File: src/rtl/irq_req_latch_pkg.sv
package irq_req_latch_pkg;
  localparam int LINE_COUNT = 8;
  localparam int LINE_IDX_W = $clog2(LINE_COUNT);

  // strobes passed from control to datapath each cycle
  typedef struct packed {
    logic [LINE_COUNT-1:0] level;   // synchronized input level
    logic [LINE_COUNT-1:0] rise;    // one-cycle rising-edge pulse
    logic [LINE_COUNT-1:0] ackHit;  // one-hot decoded acknowledge
    logic                  cfgLoad;
    logic [LINE_COUNT-1:0] cfgData;
  } latch_strobe_t;
endpackage

File: src/rtl/irq_req_latch_ctrl.sv
module irq_req_latch_ctrl
  import irq_req_latch_pkg::*;
#(
  parameter int SYNC_STAGES = 2
) (
  input  logic                  clk,
  input  logic                  rst_n,
  input  logic [LINE_COUNT-1:0] reqIn,
  input  logic                  ackValid,
  input  logic [LINE_IDX_W-1:0] ackNum,
  input  logic                  cfgWrEn,
  input  logic [LINE_COUNT-1:0] cfgWrData,
  output latch_strobe_t         strobes
);
  localparam int LAST_STAGE = SYNC_STAGES - 1;

  logic [LINE_COUNT-1:0] syncChain [SYNC_STAGES];
  logic [LINE_COUNT-1:0] lastLevel;
  logic [LINE_COUNT-1:0] syncLevel;

  always_ff @(posedge clk or negedge rst_n) begin
    if (!rst_n) begin
      for (int s = 0; s < SYNC_STAGES; s++) syncChain[s] <= '0;
    end else begin
      syncChain[0] <= reqIn;
      for (int s = 1; s < SYNC_STAGES; s++) syncChain[s] <= syncChain[s-1];
    end
  end

  assign syncLevel = syncChain[LAST_STAGE];

  // record of the previously seen synchronized level, kept in every mode
  always_ff @(posedge clk or negedge rst_n) begin
    if (!rst_n) lastLevel <= '0;
    else        lastLevel <= syncLevel;
  end

  always_comb begin
    strobes.level   = syncLevel;
    strobes.rise    = syncLevel & ~lastLevel;
    strobes.ackHit  = ackValid ? (LINE_COUNT'(1) << ackNum) : '0;
    strobes.cfgLoad = cfgWrEn;
    strobes.cfgData = cfgWrData;
  end

  // a rise pulse never lasts two cycles (R4: held-high input gives no repeat)
  generate
    for (genvar i = 0; i < LINE_COUNT; i++) begin : g_chk
      p_rise_single_r4: assert property (@(posedge clk) disable iff (!rst_n)
        strobes.rise[i] |=> !strobes.rise[i]);
    end
  endgenerate

  // acknowledge decode targets at most one line
  p_ack_onehot_r5: assert property (@(posedge clk) disable iff (!rst_n)
    $onehot0(strobes.ackHit));
endmodule

File: src/rtl/irq_req_latch_dp.sv
module irq_req_latch_dp
  import irq_req_latch_pkg::*;
#(
  parameter logic [LINE_COUNT-1:0] MODE_WRITE_MASK = '1
) (
  input  logic                  clk,
  input  logic                  rst_n,
  input  latch_strobe_t         strobes,
  output logic [LINE_COUNT-1:0] pendingReq,
  output logic [LINE_COUNT-1:0] trigMode
);
  logic [LINE_COUNT-1:0] pendNext;
  logic [LINE_COUNT-1:0] edgeKeep;

  // edge lines: a new rise wins over an acknowledge in the same cycle
  assign edgeKeep = strobes.rise | (pendingReq & ~strobes.ackHit);
  assign pendNext = (trigMode & strobes.level) | (~trigMode & edgeKeep);

  always_ff @(posedge clk or negedge rst_n) begin
    if (!rst_n) pendingReq <= '0;
    else        pendingReq <= pendNext;
  end

  always_ff @(posedge clk or negedge rst_n) begin
    if (!rst_n)               trigMode <= '0;
    else if (strobes.cfgLoad) trigMode <= strobes.cfgData & MODE_WRITE_MASK;
  end

  generate
    for (genvar i = 0; i < LINE_COUNT; i++) begin : g_chk
      p_level_follow_r2: assert property (@(posedge clk) disable iff (!rst_n)
        trigMode[i] |=> pendingReq[i] == $past(strobes.level[i]));
      p_edge_set_r3: assert property (@(posedge clk) disable iff (!rst_n)
        (!trigMode[i] && strobes.rise[i]) |=> pendingReq[i]);
      p_edge_hold_r4: assert property (@(posedge clk) disable iff (!rst_n)
        (!trigMode[i] && pendingReq[i] && !strobes.ackHit[i]) |=> pendingReq[i]);
      p_ack_clear_r5: assert property (@(posedge clk) disable iff (!rst_n)
        (!trigMode[i] && strobes.ackHit[i] && !strobes.rise[i]) |=> !pendingReq[i]);
      p_ack_vs_rise_r7: assert property (@(posedge clk) disable iff (!rst_n)
        (!trigMode[i] && strobes.ackHit[i] && strobes.rise[i]) |=> pendingReq[i]);
    end
  endgenerate

  p_mode_load_r8: assert property (@(posedge clk) disable iff (!rst_n)
    strobes.cfgLoad |=> trigMode == ($past(strobes.cfgData) & MODE_WRITE_MASK));
  p_mode_keep_r8: assert property (@(posedge clk) disable iff (!rst_n)
    !strobes.cfgLoad |=> $stable(trigMode));
endmodule

File: src/rtl/irq_req_latch.sv
module irq_req_latch
  import irq_req_latch_pkg::*;
#(
  parameter logic [LINE_COUNT-1:0] MODE_WRITE_MASK = '1,
  parameter int                    SYNC_STAGES     = 2
) (
  input  logic                  clk,
  input  logic                  rst_n,
  input  logic [LINE_COUNT-1:0] reqIn,
  input  logic                  ackValid,
  input  logic [LINE_IDX_W-1:0] ackNum,
  input  logic                  cfgWrEn,
  input  logic [LINE_COUNT-1:0] cfgWrData,
  output logic [LINE_COUNT-1:0] pendingReq,
  output logic [LINE_COUNT-1:0] trigMode
);
  latch_strobe_t strobes;

  irq_req_latch_ctrl #(.SYNC_STAGES(SYNC_STAGES)) ctrl_i (
    .clk(clk), .rst_n(rst_n), .reqIn(reqIn), .ackValid(ackValid),
    .ackNum(ackNum), .cfgWrEn(cfgWrEn), .cfgWrData(cfgWrData),
    .strobes(strobes)
  );

  irq_req_latch_dp #(.MODE_WRITE_MASK(MODE_WRITE_MASK)) dp_i (
    .clk(clk), .rst_n(rst_n), .strobes(strobes),
    .pendingReq(pendingReq), .trigMode(trigMode)
  );

  // reset leaves both outputs clear
  p_reset_clear_r1: assert property (@(posedge clk)
    !rst_n |=> (pendingReq == '0 && trigMode == '0) || !rst_n);
endmodule

File: config.mk
export PLATFORM = sky130hd
export DESIGN_NAME = irq_req_latch
export DESIGN_NICKNAME = d
export VERILOG_FILES = /design/src/rtl/irq_req_latch_pkg.sv /design/src/rtl/irq_req_latch_ctrl.sv /design/src/rtl/irq_req_latch_dp.sv /design/src/rtl/irq_req_latch.sv
export SDC_FILE = /design/constraint.sdc
export NUM_CORES = 1
export LEC_CHECK = 0
export ABC_AREA = 1
export BUFFER_PORTS_ARGS = -buffer_cell sky130_fd_sc_hd__buf_4
export CAP_MARGIN = 20
export CORE_UTILIZATION = 30
export DETAILED_ROUTE_END_ITERATION = 10
export GPL_TIMING_DRIVEN = 0
export MAX_ROUTING_LAYER = met4
export PLACE_DENSITY = 0.52
export REMOVE_ABC_BUFFERS = 1
export SLEW_MARGIN = 20
export SYNTH_ARGS = -nofsm -noshare
export SYNTH_HDL_FRONTEND = slang
export SYNTH_HIERARCHICAL = 1
export SYNTH_SLANG_ARGS = --single-unit
File: constraint.sdc
create_clock -name clk -period 0.9 [get_ports clk]
set_clock_uncertainty 0.15 [all_clocks]
set_input_delay 0.045 -clock clk [delete_from_list [all_inputs] [get_ports clk]]
set_output_delay 0.045 -clock clk [all_outputs]
set_load 0.01 [all_outputs]
==> flow_summary_export.csv <==
group,metric,value,unit
outcome,status,"finished, violations left",
outcome,violations,"negative hold slack, negative setup slack",
pwr,power_density,1656,nW/um2
clock_tree,h-tree-depth,2,
final_layout,nFillCells,491,
logic_synthesis,synth_top_area_cell,"dfrtp_1",
final_layout,utilization,0.4878,
sta,setup_tns,-1.925,ns
logic_synthesis,synth_common_cells,"40 x dfrtp_1, 32 x nor2_1, 27 x inv_1, 22 x nand2_1, 17 x buf_4",
die,core_area,4817,um2
detailed_routing,drt-initial-drc-count,32,
logic_synthesis,synth-seq-cells,40,
final_layout,fin_cells,283,
logic_synthesis,synth_flop_cell,"dfrtp_1",
final_layout,multi_input_area,392.9,um2
logic_synthesis,ys_seq_area_frac,0.6568,
final_layout,seqCellArea,1001,um2
logic_synthesis,syn_area_per_cell,9.832,um2
worst_setup_path,critPathKind,"flop to primary output",
min_path,hold_class,"input port to flop",
logic_synthesis,ys_warn_count,6,
detailed_routing,drc,0,
detailed_routing,viasPerCell,4.018,
clock_tree,cts_made_buffers,5,
sta,worst_pin_slew,0.5015,ns
detailed_routing,drt-pass1-iter-count,4,
detailed_routing,routed_wl,2923,um
clock_tree,clkSinkCount,40,
min_path,holdPathEnd,"dp_i/trigMode[1]$_DFFE_PN0P_",
sta,hold_ws,-0.02622,ns
logic_synthesis,synth.distinct_cells,8,
die,rows,25,
sta,finalMaxSlewViolations,0,
worst_setup_path,crit_required,0.70,ns
detailed_routing,routedWlPerCell,10.33,um
worst_setup_path,max_stage_delay,0.41,ns
final_layout,areaGrowthSynthToFinish,54.19,%
sta,hold_viol,8,
global_routing,grt.total_usage,0.1274,
clock_tree,clock_latency,0.28,ns
pwr,clockPowerShare,0.278,
global_routing,grt_pass1_vias,1191,
logic_synthesis,synth_top_area_share,0.6568,
pwr,power.total,3.891,mW
worst_setup_path,cp_num_buf_inv,1,
placement,place_ws,-0.006715,ns
placement,dp.cells,242,
sta,rsz0062_at_grt,"yes",
pwr,p_comb_frac,0.203,
die,initial_core_util,0.3164,
sta,fin_ws,-0.1140,ns
pwr,p_sw,0.9776,mW
placement,place.gp.congestion,0.6605,
clock_tree,cts_tree,"done",
worst_setup_path,critPathTopFamily,"flip-flops",
worst_setup_path,reg2reg_slack,-0.06,ns
die,die_w,73.28,um
logic_synthesis,synth_area,1524,um2
worst_setup_path,cp_slowest_cell,"dfrtp_1",
logic_synthesis,synth_cells,155,
final_layout,final_nets,239,
pwr,seqPwrFrac,0.520,
logic_synthesis,yosysMostFrequentCell,"dfrtp_1",
sta,finalSetupViolations,26,
logic_synthesis,synth_area_leaders,"dfrtp_1 66%, buf_4 8.4%, nor2_1 7.9%",
sta,fin_crit_sh,1.127,
worst_setup_path,endpoint_kind,"primary output",
placement,port_buffers,38,
clock_tree,root_buffer,"clkbuf_8",
placement,dpl_cell_area,1754,um2
global_routing,grt_max_degree,41,
pwr,irDropWorstVdd,0.0009654,V
final_layout,antenna_cells_inserted,0,
flow_run,maxCapViolations,0,
pwr,switching_share,0.2512,
min_path,hold_path_depth,2,
placement,hpwl,1716,um
global_routing,grt_antenna_before_repair,0,
logic_synthesis,ys_async_sr_fraction,1.000,
worst_setup_path,reg2regPathDepth,4,
worst_setup_path,cp-start-kind,"flop",
worst_setup_path,worstPathMaxFanout,2,
logic_synthesis,synth_edf_count,0,
sta,finalCriticalPeriod,1.014,ns
pwr,p_leak,1.131,nW
sta,max-slew-margin-rel,0.6657,
clock_tree,clockBufferDepth,2,
final_layout,drive_above_1_share,0.4583,
worst_setup_path,r2r_end,"dp_i/pendingReq[3]$_DFF_PN0_",
detailed_routing,via_count,1137,
clock_tree,hold_buffers,17,
sta,fmax,986.2,MHz
die,die_h,73.28,um
final_layout,fin_area,2350,um2
worst_setup_path,regToRegStartpoint,"dp_i/trigMode[3]$_DFFE_PN0P_",
clock_tree,clk_pin_slew,0.07,ns
die,dieArea,5369,um2
min_path,worstHoldStart,"cfgWrEn",
global_routing,grt_pass1_wl,4885,um
worst_setup_path,cp.arrival,0.82,ns
detailed_routing,drtAntennaViolNets,0,
global_routing,grt-ovfl-total,0,
pwr,p_int,2.914,mW
worst_setup_path,cp_cell_sequence,"buf_6",
die,boundaryPins,39,
[cells in the final DEF (no fill, tap or decap), types with 7 or more instances in the layout]
master,instances
nor2_1,14
dlygate4sd3_1,17
buf_6,24
o21ai_2,7
inv_1,18
buf_4,31
inv_4,8
nand2_1,21
nor2_2,13
dfrtp_1,40
[registers in the layout, summed over array words and instances, names as in the netlist]
name and cells:
ctrl_i/lastLevel 8, ctrl_i/syncChain 8, ctrl_i/syncLevel 8, dp_i/pendingReq 8, dp_i/trigMode 8
[cells by family after synthesis]
kind of cell / share of synthesized area
and+or+nand+nor: 0.1330
AOI/OAI and AO/OA: 0.05255
buffers and inverters: 0.1576
DFF: 0.6568
[area by class of cell]
cell class | instances | share of cell area
inverter | 27 | 0.05165
timing repair buffer | 72 | 0.2865
multi-input combinational | 70 | 0.1672
clock buffer | 6 | 0.03088
clock inverter | 1 | 0.002130
tap | 67 | 0.03568
sequential | 40 | 0.4260
[repair_timing]
item	CTS	global route
pin swaps	5	5
endpoints found under the setup margin	21	32
hold endpoints to repair	56	8
cloned	0	0
gates resized for setup	30	53
setup buffers	10	7
[power by group through the flow]
stage          clock network (mW)  registers, mW  logic [mW]
5_1_grt                      1.22           2.04       0.868
4_1_cts                      1.14           2.02       0.649
2_1_floorplan                   0           2.07       0.133
3_5_place_dp                    0           2.05       0.445
6_report                     1.08           2.02       0.788
3_3_place_gp                    0           2.04       0.440
[worst max-delay path by stage]
stage,from,end,cells past startpoint
CTS,dp_i/pendingReq[2]$_DFF_PN0_,pendingReq[2],1
global placement,ctrl_i/syncLevel[7]$_DFF_PN0_,dp_i/pendingReq[7]$_DFF_PN0_,4
finish,dp_i/trigMode[3]$_DFFE_PN0P_,trigMode[3],1
detailed placement,ctrl_i/syncLevel[0]$_DFF_PN0_,dp_i/pendingReq[0]$_DFF_PN0_,4
global route,dp_i/trigMode[2]$_DFFE_PN0P_,trigMode[2],1
floorplan,ctrl_i/syncLevel[0]$_DFF_PN0_,dp_i/pendingReq[0]$_DFF_PN0_,4
[metal layers]
metal  track usage  routed length, um  up-vias  share of wire
met1        0.1410               1245      536           0.43
met2        0.2078               1461       30           0.50
met5             -                  0        -              0
met3       0.05075                181        5          0.062
met4       0.04575                 35        0          0.012
li1              -                  -      566              -
(Power assumes the default switching activity.)
